## src/rtl/kh_pkg.sv

```systemverilog
package kh_pkg;

    typedef enum logic [1:0] {
        S_IDLE   = 2'd0,
        S_LAUNCH = 2'd1,
        S_PROG   = 2'd2,
        S_FINISH = 2'd3
    } kh_state_e;

    localparam logic [2:0] OFS_ADDR = 3'd0;
    localparam logic [2:0] OFS_DLO  = 3'd1;
    localparam logic [2:0] OFS_DHI  = 3'd2;
    localparam logic [2:0] OFS_CMD  = 3'd3;
    localparam logic [2:0] OFS_STAT = 3'd4;
    localparam logic [2:0] OFS_CTRL = 3'd5;
    localparam logic [2:0] OFS_DUR  = 3'd6;

    localparam logic [3:0] CMD_WRITE = 4'h4;

    localparam int ST_BUSY  = 0;
    localparam int ST_CLOSE = 1;
    localparam int ST_CMP   = 2;
    localparam int ST_ALM   = 3;
    localparam int ST_ERR   = 4;

endpackage

```

## src/rtl/kh_regs.sv

```systemverilog
module kh_regs
    import kh_pkg::*;
#(
    parameter int ADDR_W  = 16,
    parameter int CNT_W   = 16,
    parameter int DUR_RST = 16
) (
    input  logic              clk,
    input  logic              rst_n,
    input  logic              we,
    input  logic [2:0]        waddr,
    input  logic [31:0]       wdata,
    input  logic              lock,
    output logic [ADDR_W-1:0] kaddr,
    output logic [31:0]       klo,
    output logic [31:0]       khi,
    output logic              ien,
    output logic [CNT_W-1:0]  dur
);

    localparam int LSB = 3;
    localparam int MSB = LSB + ADDR_W - 1;

    // keyhole registers: frozen while the engine holds them
    always_ff @(posedge clk or negedge rst_n) begin
        if (!rst_n) begin
            kaddr <= '0;
            klo   <= '0;
            khi   <= '0;
        end else if (we && !lock) begin
            case (waddr)
                OFS_ADDR: kaddr <= wdata[MSB:LSB];
                OFS_DLO:  klo   <= wdata;
                OFS_DHI:  khi   <= wdata;
                default:  ;
            endcase
        end
    end

    // configuration registers: always writable
    always_ff @(posedge clk or negedge rst_n) begin
        if (!rst_n) begin
            ien <= 1'b0;
            dur <= CNT_W'(DUR_RST);
        end else if (we) begin
            case (waddr)
                OFS_CTRL: ien <= wdata[0];
                OFS_DUR:  dur <= wdata[CNT_W-1:0];
                default:  ;
            endcase
        end
    end

endmodule

```

## src/rtl/kh_fsm.sv

```systemverilog
module kh_fsm
    import kh_pkg::*;
#(
    parameter int ADDR_W  = 16,
    parameter int CNT_W   = 16,
    parameter int ROW_LG  = 5,
    parameter int ALM_CYC = 4
) (
    input  logic              clk,
    input  logic              rst_n,
    input  logic              wr_cmd,
    input  logic [ADDR_W-1:0] kaddr,
    input  logic [63:0]       kdata,
    input  logic [CNT_W-1:0]  dur,
    input  logic              fl_done,
    output logic              fl_start,
    output logic              fl_cont,
    output logic              fl_prog,
    output logic [ADDR_W-1:0] fl_addr,
    output logic [63:0]       fl_data,
    output logic              kh_closed,
    output logic              busy,
    output logic              fin,
    output logic              alm_hit,
    output logic              drop
);

    localparam logic [CNT_W-1:0] ALM_V = CNT_W'(ALM_CYC);

    kh_state_e        state, nstate;
    logic             pend;
    logic [CNT_W-1:0] cnt, half;
    logic             finish_go, launch_now, same_row;

    function automatic logic [CNT_W-1:0] len_of(input logic c, input logic [CNT_W-1:0] d);
        logic [CNT_W-1:0] l;
        l = c ? (d >> 1) : d;
        if (l == '0) l = CNT_W'(1);
        return l;
    endfunction

    assign finish_go  = (state == S_FINISH) && fl_done;
    assign launch_now = ((state == S_IDLE) && wr_cmd) || (finish_go && (pend || wr_cmd));
    assign same_row   = kaddr[ADDR_W-1:ROW_LG] == fl_addr[ADDR_W-1:ROW_LG];

    // next state
    always_comb begin
        nstate = state;
        unique case (state)
            S_IDLE:   if (wr_cmd) nstate = S_LAUNCH;
            S_LAUNCH: nstate = S_PROG;
            S_PROG:   if (cnt <= CNT_W'(1)) nstate = S_FINISH;
            S_FINISH: if (fl_done) nstate = (pend || wr_cmd) ? S_LAUNCH : S_IDLE;
        endcase
    end

    // state register
    always_ff @(posedge clk or negedge rst_n) begin
        if (!rst_n) state <= S_IDLE;
        else        state <= nstate;
    end

    // datapath: queue, latched word, program counter
    always_ff @(posedge clk or negedge rst_n) begin
        if (!rst_n) begin
            pend    <= 1'b0;
            fl_addr <= '0;
            fl_data <= '0;
            fl_cont <= 1'b0;
            cnt     <= '0;
            half    <= '0;
        end else begin
            if (finish_go)
                pend <= pend && wr_cmd;
            else if (wr_cmd && (state != S_IDLE))
                pend <= 1'b1;
            if (launch_now) begin
                fl_addr <= kaddr;
                fl_data <= kdata;
                fl_cont <= (state == S_FINISH) && same_row;
            end
            if (state == S_LAUNCH) begin
                cnt  <= len_of(fl_cont, dur);
                half <= len_of(fl_cont, dur) >> 1;
            end else if (state == S_PROG && cnt != '0) begin
                cnt <= cnt - CNT_W'(1);
            end
        end
    end

    // outputs
    always_comb begin
        fl_start  = 1'b0;
        fl_prog   = 1'b0;
        kh_closed = 1'b0;
        busy      = 1'b1;
        fin       = 1'b0;
        alm_hit   = 1'b0;
        unique case (state)
            S_IDLE:   busy = 1'b0;
            S_LAUNCH: begin
                fl_start  = 1'b1;
                kh_closed = 1'b1;
            end
            S_PROG: begin
                fl_prog   = 1'b1;
                kh_closed = cnt > half;
                alm_hit   = cnt == ALM_V;
            end
            S_FINISH: fin = fl_done;
        endcase
        drop = wr_cmd && (state != S_IDLE) && pend && !finish_go;
    end

endmodule

```

## src/rtl/kh_status.sv

```systemverilog
module kh_status (
    input  logic       clk,
    input  logic       rst_n,
    input  logic       clr_we,
    input  logic [2:0] clr_bits,
    input  logic       fin,
    input  logic       alm_hit,
    input  logic       bad,
    input  logic       ien,
    output logic       st_cmp,
    output logic       st_alm,
    output logic       st_err,
    output logic       irq
);

    // sticky flags; a new event in the clearing cycle wins
    always_ff @(posedge clk or negedge rst_n) begin
        if (!rst_n) begin
            st_cmp <= 1'b0;
            st_alm <= 1'b0;
            st_err <= 1'b0;
        end else begin
            st_cmp <= fin     || (st_cmp && !(clr_we && clr_bits[0]));
            st_alm <= alm_hit || (st_alm && !(clr_we && clr_bits[1]));
            st_err <= bad     || (st_err && !(clr_we && clr_bits[2]));
        end
    end

    assign irq = st_alm && ien;

endmodule

```

## src/rtl/kh_flash_wr.sv

```systemverilog
module kh_flash_wr
    import kh_pkg::*;
#(
    parameter int ADDR_W  = 16,
    parameter int CNT_W   = 16,
    parameter int DUR_RST = 16,
    parameter int ROW_LG  = 5,
    parameter int ALM_CYC = 4
) (
    input  logic              clk,
    input  logic              rst_n,
    input  logic              reg_we,
    input  logic [2:0]        reg_addr,
    input  logic [31:0]       reg_wdata,
    output logic [31:0]       reg_rdata,
    input  logic              fl_done,
    output logic              fl_start,
    output logic              fl_cont,
    output logic              fl_prog,
    output logic [ADDR_W-1:0] fl_addr,
    output logic [63:0]       fl_data,
    output logic              irq
);

    logic [ADDR_W-1:0] kaddr;
    logic [31:0]       klo, khi;
    logic              ien;
    logic [CNT_W-1:0]  dur;
    logic              kh_closed, busy, fin, alm_hit, drop;
    logic              st_cmp, st_alm, st_err;
    logic              cmd_we, wr_cmd, bad;
    logic [4:0]        stat;

    assign cmd_we = reg_we && (reg_addr == OFS_CMD);
    assign wr_cmd = cmd_we && (reg_wdata[3:0] == CMD_WRITE);
    assign bad    = (cmd_we && (reg_wdata[3:0] != CMD_WRITE)) || drop;

    kh_regs #(.ADDR_W(ADDR_W), .CNT_W(CNT_W), .DUR_RST(DUR_RST)) u_regs (
        .clk(clk), .rst_n(rst_n), .we(reg_we), .waddr(reg_addr), .wdata(reg_wdata),
        .lock(kh_closed), .kaddr(kaddr), .klo(klo), .khi(khi), .ien(ien), .dur(dur)
    );

    kh_fsm #(.ADDR_W(ADDR_W), .CNT_W(CNT_W), .ROW_LG(ROW_LG), .ALM_CYC(ALM_CYC)) u_fsm (
        .clk(clk), .rst_n(rst_n), .wr_cmd(wr_cmd), .kaddr(kaddr), .kdata({khi, klo}),
        .dur(dur), .fl_done(fl_done), .fl_start(fl_start), .fl_cont(fl_cont),
        .fl_prog(fl_prog), .fl_addr(fl_addr), .fl_data(fl_data), .kh_closed(kh_closed),
        .busy(busy), .fin(fin), .alm_hit(alm_hit), .drop(drop)
    );

    kh_status u_stat (
        .clk(clk), .rst_n(rst_n),
        .clr_we(reg_we && (reg_addr == OFS_STAT)), .clr_bits(reg_wdata[4:2]),
        .fin(fin), .alm_hit(alm_hit), .bad(bad), .ien(ien),
        .st_cmp(st_cmp), .st_alm(st_alm), .st_err(st_err), .irq(irq)
    );

    always_comb begin
        stat           = '0;
        stat[ST_BUSY]  = busy;
        stat[ST_CLOSE] = kh_closed;
        stat[ST_CMP]   = st_cmp;
        stat[ST_ALM]   = st_alm;
        stat[ST_ERR]   = st_err;
    end

    always_comb begin
        case (reg_addr)
            OFS_ADDR: reg_rdata = 32'({kaddr, 3'b000});
            OFS_DLO:  reg_rdata = klo;
            OFS_DHI:  reg_rdata = khi;
            OFS_STAT: reg_rdata = 32'(stat);
            OFS_CTRL: reg_rdata = 32'(ien);
            OFS_DUR:  reg_rdata = 32'(dur);
            default:  reg_rdata = '0;
        endcase
    end

endmodule

```

## config.mk

```make
export PLATFORM = sky130hd
export DESIGN_NAME = kh_flash_wr
export DESIGN_NICKNAME = d
export VERILOG_FILES = /design/src/rtl/kh_pkg.sv /design/src/rtl/kh_regs.sv /design/src/rtl/kh_fsm.sv /design/src/rtl/kh_status.sv /design/src/rtl/kh_flash_wr.sv
export SDC_FILE = /design/constraint.sdc
export NUM_CORES = 1
export LEC_CHECK = 0
export CELL_PAD_IN_SITES_DETAIL_PLACEMENT = 1
export CELL_PAD_IN_SITES_GLOBAL_PLACEMENT = 2
export CORE_MARGIN = 2
export CORE_UTILIZATION = 40
export CTS_CLUSTER_DIAMETER = 50
export CTS_CLUSTER_SIZE = 20
export DETAILED_ROUTE_END_ITERATION = 8
export PLACE_DENSITY = 0.93
export SYNTH_ARGS = -nofsm -noshare
export SYNTH_HDL_FRONTEND = slang
export SYNTH_SLANG_ARGS = --single-unit
```

## constraint.sdc

```tcl
create_clock -name clk -period 4.5 [get_ports clk]
set_clock_uncertainty 0.15 [all_clocks]
set_input_delay 0.9 -clock clk [delete_from_list [all_inputs] [get_ports clk]]
set_output_delay 0.9 -clock clk [all_outputs]
set_load 0.03 [all_outputs]
```

# [Word level (Yosys, flattened, before mapping)]
# Cells that the tools add are included.
# Widths: inputs -> output; s select.
[totals] reg_bits=215 inputBits=39 wordCells=97 out_inout_bits=116
[classes] n_eq_ne=16 magnitude_cmp=2 reduce_logical=45 addsub=1 mux=18
[ops] operator="$pmux 32 s6" n=1
[ops] operator="$mux 16" n=4
[ops] operator="$logic_and 1x1->1" n=21
[ops] operator="$eq 16x3->1 const B" n=1
[ops] operator="$gt 16x15->1" n=1
[ops] operator="$le 16x1->1 const B" n=1
[ops] operator="$logic_not 16->1" n=1
[ops] operator="$reduce_bool 16->1" n=1
[ops] operator="$sub 16x1->16 const B" n=1
[ops] operator="$eq 11x11->1" n=1
[ops] operator="$reduce_and 2->1" n=5
[ops] operator="$eq 3x3->1 const B" n=3
[ops] operator="$mux 1" n=8
[ops] operator="$pmux 2 s4" n=1
[ops] operator="$eq 3x2->1 const B" n=2
[ops] operator="$logic_or 1x1->1" n=6
[ops] operator="$mux 2" n=3
[ops] operator="$reduce_bool 2->1" n=3
[ops] operator="$logic_not 1->1" n=5
[ops] operator="$eq 2x2->1 const B" n=2
[ops] operator="$eq 4x3->1 const B" n=1
[ops] operator="$ne 2x1->1 const B" n=2
[ops] operator="$ne 4x3->1 const B" n=1
[ops] operator="$eq 3x1->1 const B" n=1
[ops] operator="other kinds (6)" n=6

# [Depth between registers and ports, before layout]
[logic_depth] ltp_word=8 mapped_depth=9 ltp_nobuf=8

# [By module]
# Synthesis repeated with hierarchy kept, for this count alone.
[hier_totals] cells_unflattened=789 area_unflattened_um2=10105.9
[by_module_without_submodules] mod="kh_fsm" n_inst=1 cells_each=437 area_each_um2=5451.5 seq_area_each_um2=2877.8
[by_module_without_submodules] mod="kh_regs" n_inst=1 cells_each=211 area_each_um2=3643.5 seq_area_each_um2=2428.6
[by_module_without_submodules] mod="kh_flash_wr" n_inst=1 cells_each=131 area_each_um2=895.9 seq_area_each_um2=0.0
[by_module_without_submodules] mod="kh_status" n_inst=1 cells_each=10 area_each_um2=115.1 seq_area_each_um2=75.1

# [Worst setup path after synthesis]
# Ideal clock, no wire load.
[synth_path] path_type="input to output" startpoint="input reg_addr[2]" endpoint="output reg_rdata[11]" arrival_time_ns=2.671 path_buffers=3 path_slack_ns=0.779 path_stages=5 required_ns=3.450 path_cell_list="clkbuf_1 > clkbuf_1 > buf_1 > mux2i_1 > o22ai_1"
[synth_via] elab_chain_len=2 elab_cells_between_ends=7 classes_between="5 x eq/ne; 1 x mux; 1 x reduce/logical"
[synth_rtl] element="start, declared" line="kh_flash_wr.sv:13" rtl="input logic [2:0] reg_addr,"
[synth_rtl] element="$eq 3x3->1, or another cell as far along" line="kh_flash_wr.sv:67" rtl="case (reg_addr)"
[synth_rtl] element="$pmux 32 s6 *" line="kh_flash_wr.sv:67"
[synth_rtl] element="end, declared" line="kh_flash_wr.sv:15" rtl="output logic [31:0] reg_rdata,"
# Every way passes the cells marked *; elsewhere a longest branch is shown, timed or not.

# [Worst setup path in the final report]
[layout_path] startpoint="register u_fsm.cnt[6]" endpoint="output reg_rdata[1]"
[layout_via] elab_chain_len=3
[layout_rtl] element="start, declared" line="kh_fsm.sv:32" rtl="logic [CNT_W-1:0] cnt, half;"
[layout_rtl] element="start signal, assigned" line="kh_fsm.sv:83" rtl="cnt <= len_of(fl_cont, dur);"
[layout_rtl] element="start signal, assigned" line="kh_fsm.sv:86" rtl="cnt <= cnt - CNT_W'(1);"
[layout_rtl] element="$gt 16x15->1" line="kh_fsm.sv:107" rtl="kh_closed = cnt > half;"
[layout_rtl] element="$pmux 1 s2" line="kh_fsm.sv:99" rtl="unique case (state)"
[layout_rtl] element="$pmux 32 s6" line="kh_flash_wr.sv:67"
# Every way passes these cells.

==> flow_metrics.py <==
metrics = {
    "clock_network": {
        "cts_max_level": 1,
        "cts_buffer_depth": 3,
        "cts_inserted_buffers": 26,
        "clk_pin_slew_ns": 0.06,
        "cts_hold_buf": 0,
        "insertion_delay_ns": 0.53,
        "cts_tree": "yes",
        "root_buffer": "clkbuf_16",
        "post_cts_resized": 0,
        "clkSinkCount": 215,
        "cts_setup_buffers": 0,
    },
    "yosys": {
        "synth.area.mux_share": 0.251,
        "ys_seq_elements": 215,
        "yosys_warnings": 0,
        "synth-xor-area-share": 0.0176,
        "netlist.area_leader.share": 0.540,
        "avgSynthCellArea_um2": 12.9,
        "ys_types": 59,
        "synth_area_um2": 9930,
        "async_flop_share": 1.00,
        "synth_top_family_by_area": "multiplexers",
        "synth_compound_area_frac": 0.0742,
        "netlist_instances": 768,
        "synth_flop_cell": "dfrtp_1",
        "syn_nets": 829,
        "synthTopCellsByArea": "dfrtp_1, mux2_2, mux2i_1",
        "yosys.area_share.simple": 0.0586,
        "synth_edf_count": 0,
        "yosysSeqAreaShare": 0.542,
        "synth-adder-area-share": 0.0277,
        "yosys.area.top_type": "dfrtp_1",
    },
    "critical_path": {
        "crit_type": "reg -> out",
        "cp_data_required_time_ns": 3.45,
        "path_depth": 8,
        "crit_path_frequent_cell": "o21ai_0",
        "reg2reg_from": "u_fsm.cnt[9]",
        "path_cells": "ha_1 -> a41oi_1 -> o21ai_0 -> o2bb2ai_1 -> o311ai_2 -> o21ai_0 -> and2_1 -> buf_12",
        "arrival_ns": 2.98,
        "slowest_delay_ns": 0.62,
        "slowest_stage": "o311ai_2",
        "rr_endpoint": "u_regs.khi[20]",
        "critPathTopFamily": "compound AO/OA/AOI/OAI gates",
        "start_kind": "flip-flop",
        "worstPathMaxFanout": 5,
        "r2r_cells": 7,
        "cp_num_buf_inv": 1,
        "crit_path_end_kind": "primary output",
        "rrSetupSlack_ns": 1.37,
    },
    "placed_design": {
        "place_ws_ns": 0.615,
        "place_area_um2": 12000,
        "portBuffers": 154,
        "place_hpwl_mm": 19.4,
        "gp_congestion": 0.807,
    },
    "timing": {
        "tightest_slew_ns": 0.993,
        "tns_ns": 0,
        "maxSlewHeadroom": 0.338,
        "drv_slew": 0,
        "finalSetupViolCount": 0,
        "post-route-min-period_ns": 4.03,
        "fmax_mhz": 248,
        "finalCritPeriodShare": 0.894,
        "setup_ws_ns": 0.475,
        "finalHoldViolCount": 0,
        "rsz0062_at_grt": "no",
    },
    "drt": {
        "viasPerCell": 5.41,
        "vias": 6908,
        "avgRoutedWirePerCell_um": 22.5,
        "drtPass1Iterations": 4,
        "drt_iter0_markers": 284,
        "drc": 0,
        "ant_nets": 0,
        "wl_mm": 28.7,
    },
    "cells_and_area": {
        "utilization": 0.530,
        "multi_input_area_um2": 4280,
        "fillers": 2452,
        "seqCellArea_um2": 5380,
        "drive_above_1_share": 0.305,
        "final_nets": 994,
        "syn_to_final_growth_pct": 29.9,
        "antenna_cells": 0,
        "stdcell_area_um2": 12900,
    },
    "floorplan": {
        "die_w_um": 162,
        "dieArea_um2": 26100,
        "initial_core_util": 0.408,
        "design.core.area_um2": 24300,
        "rows": 57,
        "ioPinCount": 155,
        "die_y_um": 162,
    },
    "global_route": {
        "grt_max_degree": 127,
        "antenna_found_initial": 0,
        "grt_pass1_vias": 7934,
        "grt_pass1_wl_mm": 46.3,
        "grt_usage": 0.227,
        "grt_overflow": 0,
    },
    "power": {
        "ir_worst_vdd_mv": 0.400,
        "p_leak_nw": 5.73,
        "power.density_nw_per_um2": 681,
    },
    "job": {
        "drv_cap": 0,
    },
    "run_status": {
        "status": "finished clean",
    },
    "worst_hold_path": {
        "hp-class": "in -> async",
    },
}
cell usage in the layout (no fill, tap or decap), types with 5 or more instances in the layout:
master	count
nor2b_1	5
buf_12	17
o22ai_1	17
nor2_1	29
a21boi_0	8
a21oi_1	23
o21ai_0	18
nand4_1	9
xnor2_1	20
inv_1	27
nor3_1	7
mux2_1	6
a22o_1	13
clkdlybuf4s50_1	121
ha_1	22
clkbuf_16	26
dfrtp_1	214
mux2i_1	45
buf_4	35
mux2_2	174
nand2_1	29
nor4_1	8
stage by stage:
step                      power (W)  std cells  hold WS, ns
after floorplan             0.00524        768        0.295
after global placement      0.00644       1229        0.318
after detailed placement    0.00661       1229        0.328
after CTS                   0.00886       1277        0.344
after global routing        0.00929       1277        0.364
final                       0.00877       1277        0.289
power breakdown:
group	internal, W	total [W]	switching [W]
sequential	0.00270	0.00340	0.000698
clock	0.00126	0.00215	0.000884
combinational	0.00152	0.00323	0.00171
cell usage after synthesis (4+ instances only):
master and n:
buf_4 8, nor3_1 7, nor2_1 29, ha_1 22, o22ai_1 17, nor2b_1 5, nand3_1 5, mux2_1 6
a21boi_0 8, dfrtp_1 214, clkbuf_1 19, a21oi_1 23, xnor2_1 20, a22o_1 13, nor4_1 8, o21ai_0 18
mux2_2 174, inv_1 27, buf_2 7, nand4_1 9, mux2i_1 45, nand2_1 29, or2_2 4
metal layers:
metal  vias up  share of wire  routed length, um  GRT usage
li1       3116              -                  -          -
met1      3590           0.42              12000      0.282
met2       161           0.50              14400      0.396
met3        41          0.057               1630     0.0550
met4         0          0.022                636     0.0617
met5         -              0                  0          0
cells by family (layout without fill, tap and decap cells):
group | after synthesis | after routing
AOI/OAI and AO/OA | 106 | 106
xor gates and xnor gates | 20 | 20
adders and majority gates | 22 | 22
buffers and inverters | 65 | 250
DFF | 215 | 215
muxes | 226 | 226
and+or+nand+nor | 114 | 114
worst register-to-register path, delay by kind of cell (launching register included):
family	cells	cell delay, ns
AOI/OAI and AO/OA	2	0.85
buffers and inverters	1	0.48
DFF	1	0.46
muxes	1	0.42
adders and majority gates	1	0.33
and+or+nand+nor	2	0.32
registers in the layout (all words and copies together), names as in the netlist:
signal,cells
u_fsm.cnt,16
u_fsm.fl_addr,16
u_fsm.fl_cont,1
u_fsm.fl_data,64
u_fsm.half,15
u_fsm.pend,1
u_fsm.state,2
u_regs.dur,16
u_regs.ien,1
u_regs.kaddr,16
u_regs.khi,32
u_regs.klo,32
u_stat.st_alm,1
u_stat.st_cmp,1
u_stat.st_err,1
final cells by class:
| type | instances | area share |
|---|---|---|
| clock inverters | 15 | 0.0144 |
| well taps | 324 | 0.0314 |
| repair buffers | 174 | 0.142 |
| clock buffers | 33 | 0.0548 |
| flip-flops and latches | 215 | 0.417 |
| inverters | 28 | 0.00815 |
| multi-input cells | 488 | 0.332 |
worst max-delay path by stage:
stage	startpoint	endpoint	slack, ns
after floorplan	reg_addr[2]	reg_rdata[11]	0.78
after global placement	reg_addr[2]	reg_rdata[24]	0.62
after detailed placement	reg_wdata[3]	u_fsm.fl_addr[5]	0.62
after CTS	u_fsm.cnt[6]	reg_rdata[1]	0.45
after global routing	u_fsm.cnt[6]	reg_rdata[1]	0.29
final	u_fsm.cnt[6]	reg_rdata[1]	0.47
No activity file was read; power rests on OpenSTA's default activity.
